--- src/rtl/cib_pkg.sv ---
// Package: shared constants and the decode result type for the
// compare-increment-branch execute unit.
// Assumes the fixed I-type layout: opcode, source, destination, immediate
// from the most significant end down.
package cib_pkg;

    localparam int DEF_DATA_W    = 32;
    localparam int DEF_REG_IDX_W = 5;
    localparam int DEF_OPC_W     = 6;
    localparam int DEF_IMM_W     = 16;

    // Kind of work the decoder hands to the output stage.
    typedef enum logic {
        SLOT_IDLE = 1'b0,
        SLOT_CIB  = 1'b1
    } slot_kind_e;

endpackage

--- src/rtl/cib_decode.sv ---
// Module: cib_decode
// Splits the instruction word into its fields and flags whether this cycle
// carries a live compare-increment-branch instruction.
// Assumes the opcode sits at the top, then source, then destination, then
// the immediate at the bottom.
module cib_decode
    import cib_pkg::*;
#(
    parameter int                 REG_IDX_W = DEF_REG_IDX_W,
    parameter int                 OPC_W     = DEF_OPC_W,
    parameter int                 IMM_W     = DEF_IMM_W,
    parameter logic [OPC_W-1:0]   OPCODE    = 6'h3A
) (
    input  logic                              in_valid,
    input  logic [OPC_W+2*REG_IDX_W+IMM_W-1:0] instr,
    output slot_kind_e                        kind,
    output logic [REG_IDX_W-1:0]              dst_idx,
    output logic [IMM_W-1:0]                  imm
);

    localparam int INSTR_W = OPC_W + 2*REG_IDX_W + IMM_W;
    localparam int DST_LO  = IMM_W;
    localparam int SRC_LO  = IMM_W + REG_IDX_W;
    localparam int OPC_LO  = IMM_W + 2*REG_IDX_W;

    logic [OPC_W-1:0]     opc_field;
    logic [REG_IDX_W-1:0] unused_src_field;

    // Field extraction by fixed layout position.
    always_comb begin
        opc_field        = instr[INSTR_W-1:OPC_LO];
        unused_src_field = instr[SRC_LO+REG_IDX_W-1:SRC_LO];
        dst_idx          = instr[DST_LO+REG_IDX_W-1:DST_LO];
        imm              = instr[IMM_W-1:0];
    end

    // Issue qualification: valid strobe and exact opcode match.
    always_comb begin
        kind = (in_valid && (opc_field == OPCODE)) ? SLOT_CIB : SLOT_IDLE;
    end

endmodule

--- src/rtl/cib_compare.sv ---
// Module: cib_compare
// Signed less-than test a < b built on a single subtraction with overflow
// correction, as the existing ALU would do it.
// Assumes two's-complement operands of equal width.
module cib_compare #(
    parameter int W = 32
) (
    input  logic [W-1:0] a,
    input  logic [W-1:0] b,
    output logic         lt
);

    logic [W-1:0] diff;
    logic         ovf;

    // Subtract, detect signed overflow, correct the sign bit.
    always_comb begin
        diff = a - b;
        ovf  = (a[W-1] ^ b[W-1]) & (diff[W-1] ^ a[W-1]);
        lt   = diff[W-1] ^ ovf;
    end

endmodule

--- src/rtl/cib_target.sv ---
// Module: cib_target
// PC-relative branch target: next sequential address plus the
// sign-extended word offset.
// Assumes word-aligned instructions, so the offset is shifted by two.
module cib_target #(
    parameter int W     = 32,
    parameter int IMM_W = 16
) (
    input  logic [W-1:0]     pc_next,
    input  logic [IMM_W-1:0] imm,
    output logic [W-1:0]     target
);

    localparam int EXT_W = W - IMM_W - 2;

    logic [W-1:0] byte_off;

    // Sign-extend and scale the immediate, then add.
    always_comb begin
        byte_off = {{EXT_W{imm[IMM_W-1]}}, imm, 2'b00};
        target   = pc_next + byte_off;
    end

endmodule

--- src/rtl/cib_incr.sv ---
// Module: cib_incr
// The one added adder: old destination value plus one, wrapping.
// Assumes no overflow trap is wanted.
module cib_incr #(
    parameter int W = 32
) (
    input  logic [W-1:0] val,
    output logic [W-1:0] val_p1
);

    localparam logic [W-1:0] ONE = W'(1);

    // Modulo-2^W increment.
    always_comb begin
        val_p1 = val + ONE;
    end

endmodule

--- src/rtl/cib_stage_reg.sv ---
// Module: cib_stage_reg
// Output flops standing in for the pipeline register into the next stage.
// Loads results for an issued instruction, otherwise loads zeros.
// Assumes synchronous active-low reset.
module cib_stage_reg
    import cib_pkg::*;
#(
    parameter int W         = 32,
    parameter int REG_IDX_W = 5
) (
    input  logic                 clk,
    input  logic                 rst_n,
    input  slot_kind_e           kind,
    input  logic                 taken_d,
    input  logic [W-1:0]         target_d,
    input  logic [W-1:0]         data_d,
    input  logic [REG_IDX_W-1:0] dest_d,
    output logic                 taken_q,
    output logic [W-1:0]         target_q,
    output logic [W-1:0]         data_q,
    output logic [REG_IDX_W-1:0] dest_q,
    output logic                 wen_q
);

    // Capture results of an issued instruction; clear on reset or idle.
    always_ff @(posedge clk) begin
        if (!rst_n || kind != SLOT_CIB) begin
            taken_q  <= 1'b0;
            target_q <= '0;
            data_q   <= '0;
            dest_q   <= '0;
            wen_q    <= 1'b0;
        end else begin
            taken_q  <= taken_d;
            target_q <= target_d;
            data_q   <= data_d;
            dest_q   <= dest_d;
            wen_q    <= 1'b1;
        end
    end

endmodule

--- src/rtl/cib_exec_unit.sv ---
// Module: cib_exec_unit (top)
// Execute stage for compare-increment-branch: branch when rt < rs (signed,
// old rt value), write rt+1 back to rt in every case, stall fetch while the
// instruction is being resolved.
// Assumes register reads are already done and hazards are handled outside.
module cib_exec_unit
    import cib_pkg::*;
#(
    parameter int               DATA_W    = DEF_DATA_W,
    parameter int               REG_IDX_W = DEF_REG_IDX_W,
    parameter int               OPC_W     = DEF_OPC_W,
    parameter int               IMM_W     = DEF_IMM_W,
    parameter logic [OPC_W-1:0] OPCODE    = 6'h3A
) (
    input  logic                               clk,
    input  logic                               rst_n,
    input  logic                               in_valid,
    input  logic [OPC_W+2*REG_IDX_W+IMM_W-1:0] instr,
    input  logic [DATA_W-1:0]                  rs_val,
    input  logic [DATA_W-1:0]                  rt_val,
    input  logic [DATA_W-1:0]                  pc_plus4,
    output logic                               br_taken,
    output logic [DATA_W-1:0]                  br_target,
    output logic [DATA_W-1:0]                  wb_data,
    output logic [REG_IDX_W-1:0]               wb_dest,
    output logic                               wb_en,
    output logic                               fetch_stall
);

    slot_kind_e           kind;
    logic [REG_IDX_W-1:0] dst_idx;
    logic [IMM_W-1:0]     imm;
    logic                 rt_below_rs;
    logic [DATA_W-1:0]    target_c;
    logic [DATA_W-1:0]    rt_inc;

    cib_decode #(
        .REG_IDX_W (REG_IDX_W),
        .OPC_W     (OPC_W),
        .IMM_W     (IMM_W),
        .OPCODE    (OPCODE)
    ) u_decode (
        .in_valid (in_valid),
        .instr    (instr),
        .kind     (kind),
        .dst_idx  (dst_idx),
        .imm      (imm)
    );

    // Operand order matters: the destination register is the left operand.
    cib_compare #(.W(DATA_W)) u_compare (
        .a  (rt_val),
        .b  (rs_val),
        .lt (rt_below_rs)
    );

    cib_target #(.W(DATA_W), .IMM_W(IMM_W)) u_target (
        .pc_next (pc_plus4),
        .imm     (imm),
        .target  (target_c)
    );

    cib_incr #(.W(DATA_W)) u_incr (
        .val    (rt_val),
        .val_p1 (rt_inc)
    );

    cib_stage_reg #(.W(DATA_W), .REG_IDX_W(REG_IDX_W)) u_stage (
        .clk      (clk),
        .rst_n    (rst_n),
        .kind     (kind),
        .taken_d  (rt_below_rs),
        .target_d (target_c),
        .data_d   (rt_inc),
        .dest_d   (dst_idx),
        .taken_q  (br_taken),
        .target_q (br_target),
        .data_q   (wb_data),
        .dest_q   (wb_dest),
        .wen_q    (wb_en)
    );

    // Hold fetch for the cycle the branch outcome is being resolved.
    always_comb begin
        fetch_stall = (kind == SLOT_CIB);
    end

endmodule

--- config.mk ---
export PLATFORM = sky130hd
export DESIGN_NAME = cib_exec_unit
export DESIGN_NICKNAME = d
export VERILOG_FILES = /design/src/rtl/cib_pkg.sv /design/src/rtl/cib_decode.sv /design/src/rtl/cib_compare.sv /design/src/rtl/cib_target.sv /design/src/rtl/cib_incr.sv /design/src/rtl/cib_stage_reg.sv /design/src/rtl/cib_exec_unit.sv
export SDC_FILE = /design/constraint.sdc
export NUM_CORES = 1
export LEC_CHECK = 0
export ABC_CLOCK_PERIOD_IN_PS = 3950
export BUFFER_PORTS_ARGS = -buffer_cell sky130_fd_sc_hd__clkbuf_2
export CAP_MARGIN = 30
export CELL_PAD_IN_SITES_DETAIL_PLACEMENT = 1
export CELL_PAD_IN_SITES_GLOBAL_PLACEMENT = 2
export CORE_MARGIN = 3
export CORE_UTILIZATION = 25
export DETAILED_ROUTE_END_ITERATION = 10
export PLACE_DENSITY_LB_ADDON = 0.1
export SLEW_MARGIN = 20
export SYNTH_ARGS = -nofsm -noshare
export SYNTH_HDL_FRONTEND = slang
export SYNTH_SLANG_ARGS = --single-unit
--- constraint.sdc ---
create_clock -name clk -period 3.95 [get_ports clk]
set_clock_uncertainty 0.15 [all_clocks]
set_input_delay 0.395 -clock clk [delete_from_list [all_inputs] [get_ports clk]]
set_output_delay 0.395 -clock clk [all_outputs]
set_load 0.01 [all_outputs]
==> results.py <==
metrics = {
    "status": {
        "status": "finished, final reports clean",
    },
    "setup_path": {
        "cp_top_family": "simple AND/OR/NAND/NOR gates",
        "max_stage_delay_ns": 0.43,
        "cp_cell_sequence": "clkbuf_2 > ha_1 > inv_1 > fa_1 > nand2b_1 > a21oi_2 > nor2b_2 > o31ai_4 > a32oi_1 > or4_1 > nand3_1",
        "cp.required_ns": 4.07,
        "crit_cells": 11,
        "crit_buf_inv": 2,
        "end_kind": "flip-flop",
        "cp_slowest_cell": "or4_1",
        "worstPathArrival_ns": 2.74,
        "critPathMaxFanout": 4,
        "start_kind": "primary input",
        "startpoint": "instr[0]",
        "path_class": "primary input to flip-flop",
        "crit_path_end": "u_stage.target_q[30]$_SDFF_PN0_",
    },
    "detailed_routing": {
        "firstDrtPassIters": 4,
        "vias_per_cell": 4.75,
        "ant_nets": 0,
        "drt-wirelength-per-cell_um": 16.4,
        "via_count": 4787,
        "drt-total-wl_um": 16600,
        "drt-initial-drc-count": 159,
        "drc": 0,
    },
    "clock_network": {
        "clk_pin_slew_ns": 0.06,
        "htree_levels": 3,
        "cts_resized": 0,
        "cts_tree": "done",
        "numCtsBuffers": 9,
        "clockBufferDepth": 2,
        "holdBufCountCts": 0,
        "clock_sinks": 71,
        "clock-root-buffer": "clkbuf_16",
        "cts_post_setup_buffers_inserted": 0,
    },
    "placed_design": {
        "routabilityCongestion": 0.783,
        "dp_slack_ns": 0.964,
        "post-dp-hpwl_um": 13800,
        "port-buffer-count": 197,
    },
    "floorplanning": {
        "ioPinCount": 203,
        "rows": 49,
        "die-area_um2": 20600,
        "die_x_um": 144,
        "initial_core_util_pct": 25.9,
        "core_area_um2": 18300,
        "die_h_um": 144,
    },
    "finish": {
        "drive_gt1_share_pct": 29.6,
        "final_nets": 966,
        "utilization_pct": 34.1,
        "area_delta_synth_final_pct": 31.8,
        "diodes": 0,
    },
    "logic_synthesis": {
        "netlist_instances": 578,
        "synth-seq-cells": 71,
        "synth_ff_type": "dfxtp_1",
        "syn-cell-area_um2": 4730,
        "yosysSeqAreaShare_pct": 30.0,
        "synth_top_cell_area_share_pct": 30.0,
        "synth_top_cell_by_area": "dfxtp_1",
        "ys_types": 56,
        "async_flop_share_pct": 0,
        "yosysWarnings": 0,
        "synth.area.top_cells": "dfxtp_1, ha_1, nor2_1",
        "synth_enable_flop_cells": 0,
        "synth_fp_nets": 771,
        "avgSynthCellArea_um2": 8.19,
    },
    "global_route": {
        "grt_max_degree": 61,
        "grt_pass1_wl_um": 26000,
        "antenna_found_initial": 0,
        "overflow": 0,
        "grt_pass1_vias": 5080,
        "grtUsageTotal_pct": 16.0,
    },
    "run": {
        "cap_violations": 0,
    },
    "power": {
        "vdd_drop_max_uv": 183,
        "power.leakage_uw": 0.00313,
        "p_per_area_nw_per_um2": 313,
    },
    "sta": {
        "worstMarginPinSlew_ns": 0.688,
        "finalCriticalPeriod_ns": 2.62,
        "rsz0062_at_grt": "no",
        "fin_crit_sh_pct": 66.4,
        "finalSetupTns_ns": 0,
        "slew_headroom_pct": 54.1,
        "fin_ws_ns": 1.33,
        "slew_violations": 0,
        "setup-violations-final": 0,
        "fmax_mhz": 381,
        "hold_violations": 0,
    },
    "hold_path": {
        "hold_class": "primary input to flip-flop",
    },
}
## cells in the mapped netlist (all sizes together), types with 16 or more instances
master,number
dfxtp,71
xnor2,16
nand3,17
nor2,72
inv,44
a21oi,55
a21o,20
ha,60
nand4,22
xor2,29
o21ai,35
and3,17
nand2,37
## layout by cell type, fill, tap and decap left out, drive strengths merged, types with 3 or more instances in the layout
cell type,count
a211oi,7
a21o,20
a21oi,55
and3,17
clkbuf,210
clkinv,3
dfxtp,71
ha,60
inv,44
nand2,37
nand2b,5
nand3,17
nand4,22
nor2,72
nor3,6
nor4,4
o211ai,6
o21a,4
o21ai,35
o31ai,3
or3,11
xnor2,16
xor2,29
## where the power goes
group	internal, uW	total (uW)	switching [uW]	leakage [uW]
clock	442	759	316	0.000134
sequential	718	718	0.478	0.000572
combinational	201	473	272	0.00243
total	1360	1950	589	0.00313
## kinds of logic after synthesis
group	Yosys count	synth area share, %
buffers and inverters	59	4.79
AND/OR/NAND/NOR	198	21.0
XOR/XNOR	45	8.33
adder cells (fa/ha/maj)	62	16.7
AO/OA/AOI/OAI	143	19.1
flip-flops	71	30.0
## registers in the layout (all words and copies together) (netlist names)
signal            cells
u_stage.data_q       32
u_stage.target_q     32
u_stage.dest_q        5
u_stage.taken_q       1
u_stage.wen_q         1
## metrics by stage
step	area (um2)	instances	power, uW	hold slack (ns)
after floorplan	4730	578	1030	0.317
after global placement	5970	991	1200	0.480
after detailed placement	5970	991	1210	0.484
after CTS	6240	1007	1990	0.125
after global routing	6240	1007	2080	0.131
final	6240	1007	1950	0.142
## per-layer routing
| metal | global-route usage (%) | routed length (um) |
|---|---|---|
| met1 | 20.9 | 7750 |
| met2 | 25.4 | 7270 |
| met3 | 6.16 | 1420 |
| met4 | 2.82 | 110 |
| met5 | 0 | 0 |
## worst min path at each step
stage                                              end  startpoint  depth (start not counted)  slack [ns]
after detailed placement  u_stage.dest_q[0]$_SDFF_PN0_   instr[16]                          2        0.48
after global placement    u_stage.dest_q[4]$_SDFF_PN0_   instr[20]                          2        0.48
final                     u_stage.dest_q[4]$_SDFF_PN0_   instr[20]                          2        0.14
after global routing      u_stage.dest_q[4]$_SDFF_PN0_   instr[20]                          2        0.13
after floorplan           u_stage.data_q[0]$_SDFF_PN0_   rt_val[0]                          1        0.32
after CTS                 u_stage.dest_q[0]$_SDFF_PN0_   instr[16]                          2        0.13
## layout make-up
type | instances | area [um2]
multi-input combinational | 448 | 3090
sequential | 71 | 1420
timing repair buffer | 199 | 1000
clock buffer | 13 | 250
clock inverter | 3 | 18.8
inverter | 44 | 165
fill | 2280 | 12000
tap | 229 | 287
(Power assumes the default switching activity.)
